## config.mk

```make
export PLATFORM = sky130hd
export DESIGN_NAME = modem_irq_regs
export DESIGN_NICKNAME = d
export VERILOG_FILES = /design/src/rtl/modem_irq_pkg.sv /design/src/rtl/modem_ctrl_mask.sv /design/src/rtl/modem_flag_unit.sv /design/src/rtl/modem_rx_status.sv /design/src/rtl/modem_irq_regs.sv
export SDC_FILE = /design/constraint.sdc
export NUM_CORES = 1
export LEC_CHECK = 0
export BUFFER_PORTS_ARGS = -buffer_cell sky130_fd_sc_hd__buf_2
export CAP_MARGIN = 20
export CORE_ASPECT_RATIO = 0.75
export CORE_MARGIN = 1.5
export CORE_UTILIZATION = 45
export DETAILED_ROUTE_END_ITERATION = 8
export HOLD_SLACK_MARGIN = 0.15
export PLACE_DENSITY = 0.67
export SYNTH_ARGS = -nofsm -noshare
export SYNTH_HDL_FRONTEND = slang
export SYNTH_HIERARCHICAL = 1
export SYNTH_SLANG_ARGS = --single-unit
```

## constraint.sdc

```tcl
create_clock -name clk -period 2.77 [get_ports clk]
set_clock_uncertainty 0.2 [all_clocks]
set_input_delay 0.1385 -clock clk [delete_from_list [all_inputs] [get_ports clk]]
set_output_delay 0.1385 -clock clk [all_outputs]
set_load 0.02 [all_outputs]
```

## src/rtl/modem_irq_pkg.sv

```systemverilog
package modem_irq_pkg;
  localparam int REG_W = 8;

  typedef enum logic [1:0] {
    SEL_CTRL = 2'd0,
    SEL_MASK = 2'd1,
    SEL_FLAG = 2'd2,
    SEL_STAT = 2'd3
  } reg_sel_e;

  // control bit positions
  localparam int CTL_RX_INIT = 5;
  localparam int CTL_TX_INIT = 4;
  localparam int CTL_CONT    = 3;

  // flag / status bit positions
  localparam int EV_SYNC = 0;
  localparam int EV_DEC  = 1;
  localparam int EV_IDLE = 2;
  localparam int ST_ERR  = 3;
  localparam int FL_TXE  = 4;

  localparam int RX_EV_N = 3;
endpackage

```

## src/rtl/modem_ctrl_mask.sv

```systemverilog
module modem_ctrl_mask
  import modem_irq_pkg::*;
#(
  parameter int W = REG_W
) (
  input  logic         clk,
  input  logic         rst_i,
  input  logic         wr_ctrl,
  input  logic         wr_mask,
  input  logic [W-1:0] wdata,
  output logic [W-1:0] ctrl_q,
  output logic [W-1:0] mask_q
);
  localparam logic [W-1:0] ACT_BITS = W'((1 << CTL_RX_INIT) | (1 << CTL_TX_INIT));

  logic [W-1:0] ctrl_d, mask_d;

  always_comb begin
    ctrl_d = ctrl_q;
    mask_d = mask_q;
    if (wr_ctrl) ctrl_d = wdata & ~ACT_BITS;
    if (wr_mask) mask_d = wdata;
  end

  always_ff @(posedge clk or negedge rst_i) begin
    if (!rst_i) begin
      ctrl_q <= '0;
      mask_q <= '0;
    end else begin
      if (wr_ctrl) ctrl_q <= ctrl_d;
      if (wr_mask) mask_q <= mask_d;
    end
  end
endmodule

```

## src/rtl/modem_flag_unit.sv

```systemverilog
module modem_flag_unit
  import modem_irq_pkg::*;
#(
  parameter int W = REG_W
) (
  input  logic               clk,
  input  logic               rst_i,
  input  logic               rd_ack,
  input  logic               rx_init,
  input  logic [RX_EV_N-1:0] rx_ev,
  input  logic               tx_set,
  input  logic               tx_clr,
  output logic [W-1:0]       flags_q
);
  logic [W-1:0] flags_d;
  logic         upd;

  always_comb begin
    flags_d = flags_q;
    if (rd_ack) begin
      for (int i = 0; i < RX_EV_N; i++) flags_d[i] = 1'b0;
    end
    for (int i = 0; i < RX_EV_N; i++) begin
      if (rx_ev[i]) flags_d[i] = 1'b1;
    end
    if (rx_init) begin
      for (int i = 0; i < RX_EV_N; i++) flags_d[i] = 1'b0;
    end
    if (tx_clr) flags_d[FL_TXE] = 1'b0;
    if (tx_set) flags_d[FL_TXE] = 1'b1;
    upd = rd_ack | rx_init | (|rx_ev) | tx_set | tx_clr;
  end

  always_ff @(posedge clk or negedge rst_i) begin
    if (!rst_i) flags_q <= '0;
    else if (upd) flags_q <= flags_d;
  end
endmodule

```

## src/rtl/modem_rx_status.sv

```systemverilog
module modem_rx_status
  import modem_irq_pkg::*;
#(
  parameter int W = REG_W
) (
  input  logic               clk,
  input  logic               rst_i,
  input  logic               rx_init,
  input  logic [RX_EV_N-1:0] rx_ev,
  input  logic               rx_err,
  output logic [W-1:0]       status_q
);
  localparam int CNT_W = W - (ST_ERR + 1);
  localparam logic [CNT_W-1:0] CNT_MAX = '1;

  logic [RX_EV_N-1:0] bits_q, bits_d;
  logic               err_q, err_d;
  logic [CNT_W-1:0]   cnt_q, cnt_d;
  logic               upd;

  always_comb begin
    bits_d = bits_q | rx_ev;
    err_d  = err_q | rx_err;
    cnt_d  = cnt_q;
    if (rx_err && cnt_q != CNT_MAX) cnt_d = cnt_q + CNT_W'(1);
    if (rx_init) begin
      bits_d = '0;
      err_d  = 1'b0;
      cnt_d  = '0;
    end
    upd = rx_init | rx_err | (|rx_ev);
  end

  always_ff @(posedge clk or negedge rst_i) begin
    if (!rst_i) begin
      bits_q <= '0;
      err_q  <= 1'b0;
      cnt_q  <= '0;
    end else if (upd) begin
      bits_q <= bits_d;
      err_q  <= err_d;
      cnt_q  <= cnt_d;
    end
  end

  assign status_q = {cnt_q, err_q, bits_q};
endmodule

```

## src/rtl/modem_irq_regs.sv

```systemverilog
module modem_irq_regs
  import modem_irq_pkg::*;
(
  input  logic             clk,
  input  logic             rst_n,
  input  logic             host_wr,
  input  logic             host_rd,
  input  logic [1:0]       host_addr,
  input  logic [REG_W-1:0] host_wdata,
  output logic [REG_W-1:0] host_rdata,
  input  logic             rx_sync_pulse,
  input  logic             rx_dec_pulse,
  input  logic             rx_idle_pulse,
  input  logic             rx_err_pulse,
  input  logic             tx_empty_pulse,
  input  logic             tx_commit,
  output logic             tx_cont,
  output logic             irq_n
);
  logic [1:0]         rst_sync_q;
  logic               rst_i;
  logic               wr_ctrl, wr_mask, rd_ack, rx_init, tx_init;
  logic [RX_EV_N-1:0] rx_ev;
  logic [REG_W-1:0]   ctrl_q, mask_q, flags_q, status_q;
  reg_sel_e           sel;

  // asynchronous assert, synchronous release
  always_ff @(posedge clk or negedge rst_n) begin
    if (!rst_n) rst_sync_q <= 2'b00;
    else        rst_sync_q <= {rst_sync_q[0], 1'b1};
  end
  assign rst_i = rst_sync_q[1];

  always_comb begin
    sel     = reg_sel_e'(host_addr);
    wr_ctrl = host_wr && sel == SEL_CTRL;
    wr_mask = host_wr && sel == SEL_MASK;
    rd_ack  = host_rd && sel == SEL_FLAG;
    rx_init = wr_ctrl && host_wdata[CTL_RX_INIT];
    tx_init = wr_ctrl && host_wdata[CTL_TX_INIT];
    rx_ev   = {rx_idle_pulse, rx_dec_pulse, rx_sync_pulse};
  end

  modem_ctrl_mask #(.W(REG_W)) u_ctrl (
    .clk(clk), .rst_i(rst_i), .wr_ctrl(wr_ctrl), .wr_mask(wr_mask),
    .wdata(host_wdata), .ctrl_q(ctrl_q), .mask_q(mask_q)
  );

  modem_flag_unit #(.W(REG_W)) u_flags (
    .clk(clk), .rst_i(rst_i), .rd_ack(rd_ack), .rx_init(rx_init),
    .rx_ev(rx_ev), .tx_set(tx_init | tx_empty_pulse), .tx_clr(tx_commit),
    .flags_q(flags_q)
  );

  modem_rx_status #(.W(REG_W)) u_stat (
    .clk(clk), .rst_i(rst_i), .rx_init(rx_init), .rx_ev(rx_ev),
    .rx_err(rx_err_pulse), .status_q(status_q)
  );

  always_comb begin
    unique case (sel)
      SEL_CTRL: host_rdata = ctrl_q;
      SEL_MASK: host_rdata = mask_q;
      SEL_FLAG: host_rdata = flags_q;
      SEL_STAT: host_rdata = status_q;
    endcase
  end

  assign tx_cont = ctrl_q[CTL_CONT];
  assign irq_n   = ~|(flags_q & mask_q);
endmodule

```

==> results.json, run 1 <==
{
  "status": "finished clean",
  "drcViolationCount": 0,
  "tns_ns": 0,
  "areaGrowthSynthToFinish_pct": 24.67,
  "fin_nets": 178,
  "synth.top_cell.area_share_pct": 46.82,
  "drt-pass1-iter-count": 4,
  "detail_route.wl_per_cell_um": 15.24,
  "synth_seq_area_share_pct": 46.82,
  "hold_start": "rst_sync_q[0]$_DFF_PN0_",
  "grt_pass1_wl_um": 5037,
  "num_vias": 977,
  "required_ns": 2.43,
  "routed_wl_um": 2941,
  "max-vdd-ir-drop_v": 0.0003341,
  "clock_path_buffers": 2,
  "fmax_mhz": 589.2,
  "ys.warnings.count": 6,
  "syn_area_per_cell_um2": 13.48,
  "fin_crit_sh_pct": 61.28,
  "clkTransAtPathRegs_ns": 0.09,
  "grt_max_degree": 27,
  "core_area_um2": 3063,
  "htreeDepth": 1,
  "num-fill-cells": 254,
  "dieArea_um2": 3684,
  "powerDensity_nw_per_um2": 600.8,
  "timing.final.hold_violations": 0,
  "rsz0062_at_grt": "false",
  "arrival_ns": 1.36,
  "die_x_um": 69.59,
  "critPathLaunch": "u_stat/cnt_q[0]$_DFFE_PN0P_",
  "synth_area_um2": 1496,
  "hold_end": "rst_sync_q[1]$_DFF_PN0_",
  "slowest_stage": "mux4_2",
  "relSlewSlack_pct": 62.34,
  "finalSetupViolCount": 0,
  "slowest_delay_ns": 0.48,
  "place_congestion": 0.7702,
  "tritoncts": "built",
  "synth_largest_area_cell": "dfrtp_1",
  "synth_cell_type_count": 30,
  "reg2reg_to": "u_stat/cnt_q[0]$_DFFE_PN0P_",
  "path_class": "register to output pin",
  "min_path_type": "register to register",
  "num_antenna_cells": 0,
  "drtIter0Drc": 41,
  "grt-ovfl-total": 0,
  "r2r_slack_ns": 1.18,
  "ys_seq_elements": 28,
  "start_kind": "register",
  "io_pins": 30,
  "clk_latency_ns": 0.27,
  "clock-sinks": 28,
  "start_util_pct": 48.86,
  "cp_max_fo": 5,
  "worst-slew-pin-transition_ns": 0.5649,
  "post-cts-setup-buffer-count": 0,
  "placed_area_um2": 1617,
  "path_cells": "mux4_2 > buf_2",
  "slew_viol_final": 0,
  "numCtsBuffers": 3,
  "holdPathStages": 0,
  "r2r-start": "u_stat/cnt_q[0]$_DFFE_PN0P_",
  "p_leak_nw": 0.8735,
  "grt_antenna_before_repair": 0,
  "grt_pass1_vias": 1040,
  "final_antenna_net_count": 0,
  "design_area_um2": 1866,
  "drive_above_1_share_pct": 38.06,
  "worstRegToRegCells": 4,
  "synth_cells": 111,
  "port_buffers": 29,
  "placementRows": 17,
  "vias_per_cell": 5.062,
  "dp_hpwl_um": 2056,
  "cap_violations": 0,
  "die_h_um": 52.94,
  "post-route-min-period_ns": 1.697,
  "clock-root-buffer": "clkbuf_8",
  "synthTopCellsByArea": "dfrtp_1, mux2_4, mux4_2, buf_4, nor2_1",
  "grt_usage_pct": 18.12,
  "endpoint_kind": "output pin"
}
[cell type report]
| cell class | count | area (um^2) | share of cell area (%) |
|---|---|---|---|
| Multi-Input combinational cell | 71 | 700.7 | 37.56 |
| Timing Repair Buffer | 49 | 360.3 | 19.32 |
| Sequential cell | 28 | 700.7 | 37.56 |
| Inverter | 4 | 15.01 | 0.8048 |
| Tap cell | 38 | 47.55 | 2.549 |
| Clock buffer | 3 | 41.29 | 2.213 |
[metrics by stage]
stage	utilization [%]	worst slack [ns]	total power [W]	std cells	hold WS, ns
2_1_floorplan	-	1.152	0.0008009	115	-0.3571
3_3_place_gp	52.78	1.072	0.0008768	171	-0.2750
3_5_place_dp	52.78	1.068	0.0008883	171	-0.2721
4_1_cts	59.35	1.047	0.001123	190	0.1595
5_1_grt	60.91	1.021	0.001201	193	0.1668
6_report	60.91	1.073	0.001121	193	0.1566
[critical path, delay by kind of cell (launching register included)]
kind | cells | cell delay (ns)
multiplexers | 1 | 0.48
flip-flops | 1 | 0.43
buffers and inverters | 1 | 0.18
[report_power, final]
| group | leakage, nW | internal (W) | switching, W |
|---|---|---|---|
| Clock | 0.0216 | 0.0000975 | 0.000117 |
| Sequential | 0.316 | 0.000487 | 0.0000720 |
| Combinational | 0.536 | 0.000200 | 0.000148 |
| Total | 0.874 | 0.000785 | 0.000336 |
[sequential cells by signal, indices dropped and copies added (netlist names)]
signal,cells
u_stat/cnt_q,4
u_ctrl/ctrl_q,6
u_stat/bits_q,3
u_flags/flags_q,4
rst_sync_q,2
u_ctrl/mask_q,8
u_stat/err_q,1
[routing by layer]
metal | track usage (%) | share of wire (%) | wire (um)
met5 | 0 | 0 | 0
met4 | 4.902 | 0.48 | 14
met3 | 5.333 | 6.2 | 182
met2 | 29.17 | 45 | 1331
met1 | 24.21 | 48 | 1412
[how the worst max path moves through the flow]
stage | end | cells past startpoint
finish | host_rdata[4] | 2
detailed placement | u_stat/cnt_q[0]$_DFFE_PN0P_ | 5
CTS | host_rdata[6] | 2
global route | host_rdata[4] | 2
global placement | u_ctrl/mask_q[4]$_DFFE_PN0P_ | 3
floorplan | u_stat/cnt_q[0]$_DFFE_PN0P_ | 6
[cells by family after synthesis]
logic type	after synthesis	share of synthesized area, %
multiplexers	24	28.01
adder cells (fa/ha/maj)	1	0.8360
AO/OA/AOI/OAI	12	5.016
flip-flops	28	46.82
AND/OR/NAND/NOR	27	11.20
other	3	0.7525
buffers and inverters	16	7.357
[cells in the mapped netlist]
| library cell | n |
|---|---|
| dfrtp_1 | 28 |
| mux2_4 | 15 |
| nor2_1 | 10 |
| buf_4 | 7 |
| mux4_2 | 7 |
| a21oi_1 | 5 |
| nand2b_1 | 5 |
| a22oi_1 | 4 |
| inv_1 | 4 |
| buf_6 | 3 |
| conb_1 | 3 |
| a21o_1 | 2 |
| and2_1 | 1 |
| and3_4 | 1 |
| and3b_1 | 1 |
| and4_1 | 1 |
| and4b_1 | 1 |
| buf_2 | 1 |
| clkbuf_1 | 1 |
| ha_1 | 1 |
| mux2i_1 | 1 |
| mux4_1 | 1 |
| nand2_1 | 1 |
| nand4_1 | 1 |
| nor2b_1 | 1 |
| nor2b_4 | 1 |
| nor3_1 | 1 |
| nor3b_2 | 1 |
| o21ai_0 | 1 |
| or2_0 | 1 |
[placed cells by master (no fill, tap or decap)]
cell	instances
a21o_1	2
a21oi_1	5
a22oi_1	4
and2_1	1
and3_4	1
and3b_1	1
and4_1	1
and4b_1	1
buf_16	1
buf_2	29
buf_4	1
clkbuf_8	3
conb_1	7
dfrtp_1	28
dlygate4sd3_1	18
ha_1	1
inv_1	4
mux2_4	15
mux2i_1	1
mux4_1	1
mux4_2	7
nand2_1	1
nand2b_1	5
nand4_1	1
nor2_1	10
nor2b_1	1
nor2b_4	1
nor3_1	1
nor3b_2	1
o21ai_0	1
or2_0	1
[what timing repair did]
action,CTS,global route
hold buffers,16,2
endpoints found under the hold margin,28,7
gates resized for setup,0,0
Power figures use the tool's default switching activity.
==> run 2, diff against run 1 <==
--- a/config.mk
+++ b/config.mk
@@ -12,7 +12,7 @@
 export CORE_UTILIZATION = 45
 export DETAILED_ROUTE_END_ITERATION = 8
 export HOLD_SLACK_MARGIN = 0.15
-export PLACE_DENSITY = 0.67
+export PLACE_DENSITY = 0.7
 export SYNTH_ARGS = -nofsm -noshare
 export SYNTH_HDL_FRONTEND = slang
 export SYNTH_HIERARCHICAL = 1
==> constraint.sdc (replaced) <==
create_clock -name clk -period 1.55 [get_ports clk]
set_clock_uncertainty 0.2 [all_clocks]
set_input_delay 0.0775 -clock clk [delete_from_list [all_inputs] [get_ports clk]]
set_output_delay 0.0775 -clock clk [all_outputs]
set_load 0.02 [all_outputs]
==> run 2 against run 1 <==
The flow now finishes with violations (setup timing). Die area did not move. Worst setup slack got worse by 1.2 ns. Clock-buffer cell count did not move. Highest routed layer unchanged. First-iteration DRC count increased by 17%. Cell area up 13%. Routed wire length up 16%. Sequential share of layout area is 4.4 points lower. Sequential power grew 74%. Critical path depth increased by 1. Global-route usage up 2.8 points. Utilization up 8.2 points. Register-to-register slack got worse by 1.3 ns.
==> results.json, run 2 (synthesized netlist as in run 1, its figures left out) <==
{
  "tritoncts": "built",
  "io_pins": 30,
  "grt-ovfl-total": 0,
  "routed_wl_um": 3415,
  "drt-pass1-iter-count": 4,
  "clk_latency_ns": 0.27,
  "wl_met2_um": 1736,
  "tns_ns": -0.7728,
  "clkTransAtPathRegs_ns": 0.09,
  "highest-signal-layer": "met4",
  "grt_pass1_wl_um": 5692,
  "port_buffers": 29,
  "htreeDepth": 1,
  "p_seq_share_pct": 40.2,
  "dp_hpwl_um": 2167,
  "status": "finished with violations",
  "crit_buf_inv": 2,
  "drive_above_1_share_pct": 48.60,
  "rsz0062_at_grt": "true",
  "core_area_um2": 3063,
  "num_vias": 1096,
  "cp_max_fo": 2,
  "endpoint_kind": "output pin",
  "start_util_pct": 48.86,
  "largest_reg_flops": 8,
  "cp_common_cell": "buf_6",
  "path_class": "register to output pin",
  "num-fill-cells": 237,
  "num_antenna_cells": 0,
  "start_kind": "register",
  "final_common_cell": "dfrtp_1",
  "fin_crit_sh_pct": 110.3,
  "arrival_ns": 1.43,
  "min_path_type": "register to register",
  "finalSetupViolCount": 10,
  "placementRows": 17,
  "areaGrowthSynthToFinish_pct": 41.39,
  "die_x_um": 69.59,
  "combPwrFrac_pct": 43.6,
  "slowest_delay_ns": 0.49,
  "timing.final.hold_violations": 0,
  "p_int_w": 0.001694,
  "p_clk_share_pct": 16.2,
  "grt_pass1_vias": 1140,
  "slowest_stage": "mux4_2",
  "clock-sinks": 28,
  "vias_per_cell": 5.051,
  "drtIter0Drc": 48,
  "grt_antenna_before_repair": 0,
  "p_leak_nw": 1.002,
  "drcViolationCount": 0,
  "dieArea_um2": 3684,
  "numCtsBuffers": 3,
  "clock-root-buffer": "clkbuf_8",
  "post-route-min-period_ns": 1.710,
  "violations": "setup timing",
  "powerDensity_nw_per_um2": 1141,
  "netSwitchingFraction_pct": 29.83,
  "grt_usage_pct": 20.88,
  "crit_family": "multiplexers",
  "timing.final.ws_setup_ns": -0.1595,
  "detail_route.wl_per_cell_um": 15.74,
  "clock_path_buffers": 2,
  "switchingPower_w": 0.0007201,
  "place_congestion": 0.7554,
  "final_antenna_net_count": 0,
  "required_ns": 1.27,
  "fin_nets": 202,
  "die_h_um": 52.94,
  "path_cells": "buf_6 > mux4_2 > buf_6",
  "slew_viol_final": 0,
  "cap_violations": 0,
  "max-vdd-ir-drop_v": 0.0005655,
  "regMostFlops": "u_ctrl/mask_q",
  "wl_met3_um": 150,
  "reg.largest.list": "u_ctrl/mask_q x8, u_ctrl/ctrl_q x6",
  "grt_max_degree": 27,
  "power.total_w": 0.002414,
  "fmax_mhz": 585.0,
  "met1_length_um": 1512,
  "layout_common_cells": "dfrtp_1, buf_4, buf_2, dlygate4sd3_1, mux2_4"
}
-- run 2: cell count changes in the layout (fill, tap and decap cells not counted), moves of 2 or more --
| cell | delta |
|---|---|
| a22oi_1 | -2 |
| a22oi_2 | +2 |
| buf_2 | -9 |
| buf_4 | +21 |
| buf_6 | +13 |
-- run 2: final cells by class --
cell class / count / area [um^2] / share of cell area [%]
flip-flops and latches: 28 / 700.7 / 33.12
inverters: 4 / 15.01 / 0.7096
repair buffers: 73 / 591.8 / 27.97
multi-input cells: 71 / 719.4 / 34.00
well taps: 38 / 47.55 / 2.247
clock buffers: 3 / 41.29 / 1.952
-- run 2: path summary, 6_finish.rpt --
check | startpoint | end | slack, ns | cells past startpoint
min reg2reg | rst_sync_q[0]$_DFF_PN0_ | rst_sync_q[1]$_DFF_PN0_ | 0.15 | 0
min | rst_sync_q[0]$_DFF_PN0_ | rst_sync_q[1]$_DFF_PN0_ | 0.15 | 0
max | u_stat/cnt_q[1]$_DFFE_PN0P_ | host_rdata[5] | -0.16 | 3
max reg2reg | u_stat/cnt_q[1]$_DFFE_PN0P_ | u_stat/cnt_q[0]$_DFFE_PN0P_ | -0.14 | 6
min in group asynchronous | rst_n | rst_sync_q[1]$_DFF_PN0_ | 0.44 | 3
max in group asynchronous | rst_sync_q[1]$_DFF_PN0_ | u_stat/cnt_q[0]$_DFFE_PN0P_ | 0.31 | 2
-- run 2: power groups by stage --
stage	combinational (W)	sequential (W)	clock [W]
after global placement	0.000622	0.000985	0
after floorplan	0.000450	0.000982	0
after global routing	0.00114	0.000985	0.000436
after detailed placement	0.000643	0.000998	0
final	0.00105	0.000970	0.000392
after CTS	0.000972	0.000966	0.000401
-- run 2: stage by stage --
step	hold slack (ns)	cell area, um^2	setup WS (ns)	std cells	utilization (%)
floorplan	-0.4181	1513	0.04899	115	-
global placement	-0.3369	1677	0.07274	179	54.74
detailed placement	-0.3348	1677	0.02880	179	54.74
CTS	0.1560	2059	-0.1578	211	67.24
global route	0.1872	2116	-0.2016	217	69.08
finish	0.1547	2116	-0.1595	217	69.08
-- run 2: worst register-to-register path, cell delays in order (launching register included) --
cell and delay [ns]:
dfrtp_1 0.40, buf_4 0.14, buf_6 0.11, ha_4 0.15, and3_4 0.16, nor2b_4 0.13, mux2_4 0.30
-- run 2: timing repair --
action | 4_1_cts | 5_1_grt
resized for setup | 24 | 4
endpoints found under the setup margin | 9 | 10
setup buffers | 11 | 6
hold buffers | 18 | 0
pin swaps | 0 | 2
hold endpoints to repair | 54 | 0
-- run 2: per-layer routing --
| metal | GRT usage [%] | vias up |
|---|---|---|
| li1 | - | 517 |
| met2 | 37.98 | 27 |
| met3 | 4.762 | 2 |
| met1 | 26.50 | 550 |
| met5 | 0 | - |
| met4 | 2.941 | 0 |
